===== src/rtl/isqrt_pkg.sv =====
package isqrt_pkg;

   localparam int unsigned CTRL_W        = 16;
   localparam int unsigned CTRL_WIDE_BIT = 0;
   localparam int unsigned CTRL_BUSY_BIT = 15;

   typedef enum logic [1:0] {
      KIND_CTRL,
      KIND_ARG,
      KIND_ROOT,
      KIND_NONE
   } reg_kind_e;

   typedef enum logic {
      SQ_IDLE,
      SQ_RUN
   } sq_state_e;

   // Word map: control, then operand words low first, then the root.
   function automatic reg_kind_e decode_kind(input int unsigned idx,
                                             input int unsigned arg_words);
      if (idx == 0)                   return KIND_CTRL;
      else if (idx <= arg_words)      return KIND_ARG;
      else if (idx == arg_words + 1)  return KIND_ROOT;
      else                            return KIND_NONE;
   endfunction

endpackage


===== src/rtl/isqrt_regs.sv =====
module isqrt_regs
   import isqrt_pkg::*;
#(
   parameter int unsigned ARG_W  = 64,
   parameter int unsigned DATA_W = 32,
   parameter int unsigned ADDR_W = 2
) (
   input  logic              clk,
   input  logic              rst_n,
   input  logic              wr_en,
   input  logic [ADDR_W-1:0] wr_addr,
   input  logic [DATA_W-1:0] wr_data,
   output logic [ARG_W-1:0]  arg_q,
   output logic              wide_q,
   output logic              start,
   output logic [ARG_W-1:0]  eff_next,
   output logic [ARG_W-1:0]  eff_q
);

   localparam int unsigned ARG_WORDS = ARG_W / DATA_W;
   localparam int unsigned NARROW_W  = ARG_W / 2;

   reg_kind_e              wr_kind;
   logic                   ctrl_hit;
   logic                   wide_nxt;
   logic [ARG_WORDS-1:0]   word_hit;
   logic [ARG_W-1:0]       arg_nxt;

   assign wr_kind  = decode_kind(int'(wr_addr), ARG_WORDS);
   assign ctrl_hit = wr_en && (wr_kind == KIND_CTRL);
   assign wide_nxt = ctrl_hit ? wr_data[CTRL_WIDE_BIT] : wide_q;

   generate
      for (genvar w = 0; w < ARG_WORDS; w++) begin : g_word
         assign word_hit[w] = wr_en && (wr_addr == ADDR_W'(w + 1));
         assign arg_nxt[w*DATA_W +: DATA_W] =
            word_hit[w] ? wr_data : arg_q[w*DATA_W +: DATA_W];
      end
   endgenerate

   assign start = ctrl_hit || (|word_hit);

   always_ff @(posedge clk or negedge rst_n) begin
      if (!rst_n) begin
         arg_q  <= '0;
         wide_q <= 1'b0;
      end else begin
         arg_q  <= arg_nxt;
         wide_q <= wide_nxt;
      end
   end

   // Width select: the narrow view zeroes the upper half of the operand.
   assign eff_next = wide_nxt ? arg_nxt : {{(ARG_W-NARROW_W){1'b0}}, arg_nxt[NARROW_W-1:0]};
   assign eff_q    = wide_q   ? arg_q   : {{(ARG_W-NARROW_W){1'b0}}, arg_q[NARROW_W-1:0]};

   p_regs_hold_r7: assert property (@(posedge clk) disable iff (!rst_n)
      !wr_en |=> ($stable(arg_q) && $stable(wide_q)))
      else $error("operand or width select changed without a write");

   p_start_on_write_r2: assert property (@(posedge clk) disable iff (!rst_n)
      (wr_en && (wr_kind != KIND_ROOT) && (wr_kind != KIND_NONE)) |-> start)
      else $error("mapped write did not launch a computation");

endmodule


===== src/rtl/isqrt_seed.sv =====
module isqrt_seed #(
   parameter int unsigned ARG_W = 64
) (
   input  logic [ARG_W-1:0] operand,
   output logic [ARG_W-1:0] trial
);

   localparam int unsigned PAIRS = ARG_W / 2;

   logic [PAIRS-1:0] pair_nz;

   generate
      for (genvar p = 0; p < PAIRS; p++) begin : g_pair
         assign pair_nz[p] = |operand[2*p +: 2];
      end
   endgenerate

   // Highest non-empty bit pair picks the starting power of four.
   always_comb begin
      trial = '0;
      for (int p = 0; p < PAIRS; p++) begin
         if (pair_nz[p]) trial = ARG_W'(1) << (2 * p);
      end
   end

endmodule


===== src/rtl/isqrt_core.sv =====
module isqrt_core
   import isqrt_pkg::*;
#(
   parameter int unsigned ARG_W = 64,
   parameter int unsigned RES_W = 32
) (
   input  logic             clk,
   input  logic             rst_n,
   input  logic             start,
   input  logic [ARG_W-1:0] operand,
   input  logic [ARG_W-1:0] seed,
   output logic             busy,
   output logic             last_step,
   output logic [RES_W-1:0] root
);

   localparam int unsigned CNT_W = $clog2(RES_W) + 2;

   sq_state_e        state_q;
   logic [ARG_W-1:0] rem_q, acc_q, trial_q;
   logic [ARG_W-1:0] rem_n, acc_n;
   logic [ARG_W:0]   sum;
   logic             take;
   logic [RES_W-1:0] root_q;

   assign busy      = (state_q == SQ_RUN);
   assign last_step = busy && (trial_q[ARG_W-1:2] == '0);
   assign root      = root_q;

   assign sum   = {1'b0, acc_q} + {1'b0, trial_q};
   assign take  = ({1'b0, rem_q} >= sum);
   assign rem_n = take ? (rem_q - sum[ARG_W-1:0]) : rem_q;
   assign acc_n = take ? ((acc_q >> 1) + trial_q) : (acc_q >> 1);

   always_ff @(posedge clk or negedge rst_n) begin
      if (!rst_n) begin
         state_q <= SQ_IDLE;
         rem_q   <= '0;
         acc_q   <= '0;
         trial_q <= '0;
         root_q  <= '0;
      end else if (start) begin
         state_q <= SQ_RUN;
         rem_q   <= operand;
         acc_q   <= '0;
         trial_q <= seed;
      end else if (busy) begin
         rem_q   <= rem_n;
         acc_q   <= acc_n;
         trial_q <= trial_q >> 2;
         if (last_step) begin
            state_q <= SQ_IDLE;
            root_q  <= acc_n[RES_W-1:0];
         end
      end
   end

   // Checker-only cycle counter for the latency bound.
   logic [CNT_W-1:0] run_cnt;
   always_ff @(posedge clk or negedge rst_n) begin
      if (!rst_n)      run_cnt <= '0;
      else if (start)  run_cnt <= CNT_W'(1);
      else if (busy)   run_cnt <= run_cnt + CNT_W'(1);
   end

   p_start_busy_r2: assert property (@(posedge clk) disable iff (!rst_n)
      start |=> busy)
      else $error("start did not raise busy");

   p_latency_bound_r5: assert property (@(posedge clk) disable iff (!rst_n)
      busy |-> (run_cnt <= CNT_W'(RES_W)))
      else $error("computation ran past the iteration bound");

   p_trial_single_r4: assert property (@(posedge clk) disable iff (!rst_n)
      $onehot0(trial_q))
      else $error("trial bit is not a single power of four");

   p_idle_root_stable_r8: assert property (@(posedge clk) disable iff (!rst_n)
      !busy |=> $stable(root_q))
      else $error("result changed while idle");

   p_restart_no_write_r6: assert property (@(posedge clk) disable iff (!rst_n)
      start |=> $stable(root_q))
      else $error("abandoned computation wrote the result");

endmodule


===== src/rtl/isqrt_unit.sv =====
module isqrt_unit
   import isqrt_pkg::*;
#(
   parameter int unsigned ARG_W  = 64,
   parameter int unsigned DATA_W = 32,
   parameter int unsigned ADDR_W = $clog2(ARG_W / DATA_W + 2)
) (
   input  logic              clk,
   input  logic              rst_n,
   input  logic              wr_en,
   input  logic [ADDR_W-1:0] wr_addr,
   input  logic [DATA_W-1:0] wr_data,
   input  logic [ADDR_W-1:0] rd_addr,
   output logic [DATA_W-1:0] rd_data,
   output logic              busy
);

   localparam int unsigned RES_W     = ARG_W / 2;
   localparam int unsigned ARG_WORDS = ARG_W / DATA_W;

   generate
      if ((ARG_W % 2) != 0 || ARG_W < 4) begin : g_bad_arg
         $error("operand width must be even and at least 4");
      end
      if ((ARG_W % DATA_W) != 0) begin : g_bad_split
         $error("operand width must be a whole number of bus words");
      end
      if (RES_W > DATA_W || DATA_W < CTRL_W) begin : g_bad_bus
         $error("bus too narrow for the result or the control word");
      end
      if ((1 << ADDR_W) < (ARG_WORDS + 2)) begin : g_bad_addr
         $error("address width cannot reach every register");
      end
   endgenerate

   logic [ARG_W-1:0] arg_q, eff_next, eff_q, seed;
   logic             wide_q, start, last_step;
   logic [RES_W-1:0] root;

   isqrt_regs #(.ARG_W(ARG_W), .DATA_W(DATA_W), .ADDR_W(ADDR_W)) u_regs (
      .clk      (clk),
      .rst_n    (rst_n),
      .wr_en    (wr_en),
      .wr_addr  (wr_addr),
      .wr_data  (wr_data),
      .arg_q    (arg_q),
      .wide_q   (wide_q),
      .start    (start),
      .eff_next (eff_next),
      .eff_q    (eff_q)
   );

   isqrt_seed #(.ARG_W(ARG_W)) u_seed (
      .operand (eff_next),
      .trial   (seed)
   );

   isqrt_core #(.ARG_W(ARG_W), .RES_W(RES_W)) u_core (
      .clk       (clk),
      .rst_n     (rst_n),
      .start     (start),
      .operand   (eff_next),
      .seed      (seed),
      .busy      (busy),
      .last_step (last_step),
      .root      (root)
   );

   int unsigned rd_idx;
   assign rd_idx = int'(rd_addr);

   always_comb begin
      rd_data = '0;
      unique case (decode_kind(rd_idx, ARG_WORDS))
         KIND_CTRL: begin
            rd_data[CTRL_BUSY_BIT] = busy;
            rd_data[CTRL_WIDE_BIT] = wide_q;
         end
         KIND_ARG:  rd_data = arg_q[(rd_idx - 1) * DATA_W +: DATA_W];
         KIND_ROOT: rd_data[RES_W-1:0] = root;
         default:   rd_data = '0;
      endcase
   end

   // Assertion support: bracket the finished root by its squares.
   logic [ARG_W+1:0] sq_lo, sq_hi;
   assign sq_lo = (ARG_W+2)'(root) * (ARG_W+2)'(root);
   assign sq_hi = ((ARG_W+2)'(root) + 1) * ((ARG_W+2)'(root) + 1);

   p_root_exact_r4: assert property (@(posedge clk) disable iff (!rst_n)
      (last_step && !start) |=> ((sq_lo <= (ARG_W+2)'(eff_q)) && (sq_hi > (ARG_W+2)'(eff_q))))
      else $error("finished root is not the floor square root");

   p_finish_idle_r5: assert property (@(posedge clk) disable iff (!rst_n)
      (last_step && !start) |=> !busy)
      else $error("busy held after the final iteration");

endmodule


===== config.mk =====
export PLATFORM = sky130hd
export DESIGN_NAME = isqrt_unit
export DESIGN_NICKNAME = d
export VERILOG_FILES = /design/src/rtl/isqrt_pkg.sv /design/src/rtl/isqrt_regs.sv /design/src/rtl/isqrt_seed.sv /design/src/rtl/isqrt_core.sv /design/src/rtl/isqrt_unit.sv
export SDC_FILE = /design/constraint.sdc
export NUM_CORES = 1
export LEC_CHECK = 0
export BUFFER_PORTS_ARGS = -buffer_cell sky130_fd_sc_hd__buf_2
export CORE_MARGIN = 4
export CORE_UTILIZATION = 60
export DETAILED_ROUTE_END_ITERATION = 7
export PLACE_DENSITY_LB_ADDON = 0.1
export REMOVE_ABC_BUFFERS = 1
export SLEW_MARGIN = 10
export SYNTH_ARGS = -nofsm -noshare
export SYNTH_HDL_FRONTEND = slang
export SYNTH_SLANG_ARGS = --single-unit

===== constraint.sdc =====
create_clock -name clk -period 18.2 [get_ports clk]
set_clock_uncertainty 0.15 [all_clocks]
set_input_delay 2.73 -clock clk [delete_from_list [all_inputs] [get_ports clk]]
set_output_delay 2.73 -clock clk [all_outputs]
set_load 0.05 [all_outputs]

* After elaboration in Yosys (flattened, before gate mapping)
Cells that the tools add are included.
Operators by class: $add $sub $neg 4, $lt $le $gt $ge 3, multiplexer cells 57, reduce and logical (&&, ||, !) cells 47, shift-type cells 1, bitwise logic cells 1, equal/unequal tests 6
Operators with widths (number):
- 2-to-1 mux 64 bit | 9
- OR reduction 2 bit | 33
- adder 64 x 64 -> 65 bit | 1
- greater-or-equal comparator 64 x 65 -> 1 bit | 1
- adder 63 x 64 -> 64 bit | 1
- 2-to-1 mux 32 bit | 2
- indexed part select 64 x 33 -> 32 bit | 1
- subtractor 64 bit | 1
- 2-to-1 mux 63 bit | 1
- logical NOT 62 bit | 1
- 2-to-1 mux 61 bit | 1
- 2-to-1 mux 59 bit | 1
- 2-to-1 mux 57 bit | 1
- 2-to-1 mux 55 bit | 1
- 2-to-1 mux 53 bit | 1
- 2-to-1 mux 51 bit | 1
- 2-to-1 mux 49 bit | 1
- 2-to-1 mux 47 bit | 1
- 2-to-1 mux 45 bit | 1
- 2-to-1 mux 43 bit | 1
- 2-to-1 mux 41 bit | 1
- 2-to-1 mux 39 bit | 1
- 2-to-1 mux 37 bit | 1
- 2-to-1 mux 35 bit | 1
- 33 further kinds | 54
Storage, ports and cells: register bits after elaboration 290, output and inout port bits 33, bits of input ports 39

* Logic depth before layout (Yosys ltp)
depth in word-level cells 42, depth in mapped cells 28, mapped depth without buffers 25

* Cells and area by module
A second synthesis with hierarchy kept.
Second synthesis, totals: cells, all modules 3053, area, all modules 25848.5 sq um
Modules (own cells, without submodules):
- isqrt_core | seq. area each 5630.4 sq um, area an instance 20902.5 sq um, cells each 2569, instances 1
- isqrt_regs | seq. area each 1626.6 sq um, area an instance 3364.5 sq um, cells each 276, instances 1
- isqrt_unit | seq. area each 0.0 sq um, area an instance 834.6 sq um, cells each 84, instances 1
- isqrt_seed | seq. area each 0.0 sq um, area an instance 747.0 sq um, cells each 124, instances 1

* Worst setup path after synthesis
OpenSTA, ideal clock, no wires.
path type in2out, start in rd_addr[0], end out rd_data[0], setup slack 10.498 ns, arrival 4.822 ns, data required time 15.320 ns, cell stages on the path 6, buffers on the path 2, cell sequence clkbuf_1 clkbuf_1 inv_1 ha_1 nand2_1 o21ai_0
On the way: longest elaborated chain between the ends 6, elaborated cells on any way between the ends 12
RTL lines:
- start: declaration | RTL line isqrt_unit.sv:13 | input logic [ADDR_W-1:0] rd_addr,
- parallel branches: the longest is 5 deep, another holds subtractor 2 x 1 -> 3 bit
- one-hot mux 1 bit (3 select lines) * | RTL line isqrt_unit.sv:74 | unique case (decode_kind(rd_idx, ARG_WORDS))
- end: declaration | RTL line isqrt_unit.sv:14 | output logic [DATA_W-1:0] rd_data,
Mark *: on every way between the ends.

* Worst setup path in the final report
start reg u_core.trial_q[2], end reg u_core.rem_q[47]
On the way: longest elaborated chain between the ends 5, elaborated cells on any way between the ends 8
RTL lines:
- start: declaration | RTL line isqrt_core.sv:20 | logic [ARG_W-1:0] rem_q, acc_q, trial_q;
- start signal: assignment | RTL line isqrt_core.sv:50 | trial_q <= trial_q >> 2;
- adder 64 x 64 -> 65 bit * | RTL line isqrt_core.sv:30 | assign sum = {1'b0, acc_q} + {1'b0, trial_q};
- subtractor 64 bit | RTL line isqrt_core.sv:32 | assign rem_n = take ? (rem_q - sum[ARG_W-1:0]) : rem_q;
- 2-to-1 mux 64 bit | RTL line isqrt_core.sv:32
- 2-to-1 mux 64 bit | RTL line isqrt_core.sv:47 | end else if (busy) begin
- 2-to-1 mux 64 bit | RTL line isqrt_core.sv:42 | end else if (start) begin
- end signal: assignment | RTL line isqrt_core.sv:44 | rem_q <= operand;
- end signal: assignment | RTL line isqrt_core.sv:48 | rem_q <= rem_n;
- end: declaration | RTL line isqrt_core.sv:20
Every way passes the cells marked *; elsewhere a longest branch is shown, timed or not. The select of a mux whose other input is x is not followed. A chain may end at the register's enable or synchronous reset.

==> flow_summary.json <==
{
  "num_rows": 67,
  "avgRoutedWirePerCell_um": 24.1,
  "worstPathRequired_ns": 18.53,
  "cts_buffers": 30,
  "h-tree-depth": 1,
  "dr.pass1.iters": 6,
  "grt_antenna_before_repair": 5,
  "dieHeight_um": 193,
  "drt-total-wl_mm": 71.5,
  "cts_setup_buffers": 0,
  "cp-end-kind": "flip-flop",
  "startpoint_type": "flip-flop",
  "final_cell_mix": "321 x nand2_1, 257 x dfrtp_1, 216 x nor2_1",
  "gp_routability_congestion": 1.03,
  "drc": 0,
  "grt_usage": 0.379,
  "final_common_cell": "nand2_1",
  "grt_max_degree": 129,
  "yosysUniqueCellTypes": 85,
  "ff2ff_setup_slack_ns": 10.34,
  "io_buffers": 71,
  "r2r_cells": 23,
  "synth_top_area_cell": "dfrtp_1",
  "leakagePower_nw": 9.84,
  "cp.arrival_ns": 8.19,
  "yosysWarnings": 0,
  "root_buffer": "clkbuf_16",
  "cts_tree": "built",
  "slew_headroom": 0.256,
  "setup_tns_ns": 0,
  "die_w_um": 193,
  "cts_resized": 0,
  "dieArea_um2": 37100,
  "initial_core_util": 0.609,
  "maxCapViolations": 0,
  "synthesis.area_um2": 20500,
  "io_pins": 72,
  "finalCritPeriodShare": 0.432,
  "avgSynthCellArea_um2": 8.18,
  "hold_depth": 2,
  "hold_viol_final": 0,
  "hold_path_class": "reg -> reg",
  "synth_edf_count": 0,
  "area_delta_synth_final_pct": 7.42,
  "whs_ns": 0.331,
  "ant_nets": 0,
  "synthArstFlopShare": 1.00,
  "clk_path_buf_depth": 3,
  "holdBufCountCts": 0,
  "grt_setup_unrepaired": "false",
  "crit_type": "reg -> reg",
  "drive_above_1_share": 0.0956,
  "hpwl_mm": 53.1,
  "outcome": "finished clean",
  "finalSetupViolations": 0,
  "peakVddDrop_v": 0.000151,
  "power_density_nw_per_um2": 203,
  "ys_top_cells_by_area": "dfrtp_1 32%, ha_1 8.1%, nand2_1 5.9%, a21oi_1 4.9%, o21ai_0 4.7%",
  "hold_end": "u_core.root[0]",
  "vias": 19900,
  "grt_pass1_wl_mm": 109,
  "tightest_slew_ns": 1.10,
  "drtIter0Drc": 2485,
  "cts.clk_slew.worst_paths_ns": 0.06,
  "fin_nets": 2658,
  "ys_ff_latch": 258,
  "cts.sinks": 258,
  "filler_cell_count": 2936,
  "ys_seq_area_frac": 0.315,
  "first_global_vias": 18500,
  "vias_per_cell": 6.72,
  "max_freq_mhz": 127,
  "hold_path.startpoint": "u_core.root[0]",
  "synth_cells": 2503,
  "reg2reg_to": "u_core.rem_q[47]",
  "drv_slew": 0,
  "final_cell_count_no_fill": 2962,
  "coreArea_um2": 33600,
  "post-place-cells": 2902,
  "synth_ff_type": "dfrtp_1",
  "grt_remaining_overflow": 0,
  "clk-insertion-delay-late_ns": 0.59,
  "fin_crit_ns": 7.86,
  "synth_top_area_share": 0.315,
  "critPathMaxFanout": 17,
  "reg2reg_from": "u_core.trial_q[2]"
}
==> layer usage <==
layer	track usage	vias up	part of all wire
li1	-	9068	-
met1	0.538	9656	0.42
met2	0.571	1005	0.43
met3	0.0865	178	0.11
met4	0.133	2	0.045
met5	0	-	0.00018
==> layout make-up <==
| cell class | count | area [um^2] | share of cell area |
|---|---|---|---|
| clock inverters | 10 | 77.6 | 0.00353 |
| flip-flops and latches | 258 | 6460 | 0.294 |
| diodes | 4 | 10.0 | 0.000455 |
| repair buffers | 92 | 523 | 0.0238 |
| clock buffers | 46 | 882 | 0.0401 |
| well taps | 448 | 561 | 0.0255 |
| inverters | 72 | 270 | 0.0123 |
| multi-input cells | 2032 | 13200 | 0.600 |
==> state kept, by name, summed over array words and instances (netlist names) <==
signal	cells
u_core.acc_q	64
u_core.rem_q	64
u_regs.arg_q	64
u_core.root	32
u_core.trial_q	32
u_core.busy	1
u_regs.wide_q	1
==> synth_stat cells (7+ instances only) <==
master,instances
and3_1,14
or3_1,19
or2_2,9
nand3b_1,7
nor2_2,7
o22ai_1,27
ha_1,132
a31o_2,13
a21boi_0,9
mux2_2,45
xor2_1,73
inv_1,71
nand2_1,322
xnor2_1,99
o21bai_1,25
a21oi_1,202
o21a_1,25
clkbuf_1,111
mux2i_1,72
a211oi_1,33
buf_1,7
dfrtp_1,258
nand2b_1,9
o211ai_1,14
a221o_1,7
a21o_1,50
nand4_1,42
nor2_1,217
o31ai_1,8
buf_2,19
a22oi_1,34
a31oi_1,79
o21ai_0,192
and2_1,17
nand3_1,53
nor2b_1,23
nor4_1,21
nor3_1,28
==> critical path, cell delays in order, from the launching register on <==
cell      delay, ns
dfrtp_1        0.45
ha_1           0.36
a31o_2         0.24
o211ai_1       0.53
nor4_1         0.16
o311a_1        0.36
o21a_1         0.24
or2_2          0.33
a31oi_1        0.32
o31ai_1        0.16
a31oi_1        0.22
xor2_1         0.38
ha_1           0.30
nand4_1        0.16
or3_1          0.44
or3_1          0.39
a211oi_1       0.24
or3_4          0.19
a311oi_1       0.20
or3_2          0.56
nor2_2         0.68
buf_4          0.38
nand2_1        0.09
a31oi_1        0.20
==> metrics by stage <==
stage	worst slack [ns]	util	instance area [um^2]	total power, mW
finish	10.34	0.654	22000	4.47
detailed placement	10.47	0.625	21000	3.78
floorplan	10.51	-	19900	3.01
global placement	10.51	0.625	21000	3.74
CTS	10.47	0.654	22000	4.40
global route	9.91	0.654	22000	4.79
==> cells by family (layout without fill, tap and decap cells) <==
| family | count (synthesis) | after routing | synth area share |
|---|---|---|---|
| fa+ha+maj | 133 | 133 | 0.0817 |
| flops | 258 | 258 | 0.315 |
| buf+inv | 213 | 220 | 0.0411 |
| xor+xnor | 172 | 172 | 0.0736 |
| other cells | 0 | 4 | 0 |
| compound gates | 799 | 799 | 0.246 |
| mux | 118 | 118 | 0.0606 |
| simple gates | 810 | 810 | 0.182 |
==> worst max-delay path by stage <==
stage	to	slack [ns]	from
finish	u_core.rem_q[47]	10.34	u_core.trial_q[2]
global route	u_core.acc_q[60]	9.91	u_core.trial_q[2]
CTS	rd_data[29]	10.47	rd_addr[0]
detailed placement	u_core.acc_q[60]	10.47	u_core.trial_q[2]
global placement	rd_data[29]	10.51	rd_addr[0]
floorplan	u_core.rem_q[58]	10.51	u_core.trial_q[2]
==> power breakdown <==
part | internal [mW] | switching [mW] | total (mW) | leakage, nW
Sequential | 0.773 | 0.262 | 1.03 | 3.29
Combinational | 1.05 | 1.78 | 2.84 | 6.08
Clock | 0.345 | 0.254 | 0.599 | 0.475
Total | 2.17 | 2.30 | 4.47 | 9.84
No activity file was read; power rests on OpenSTA's default activity.
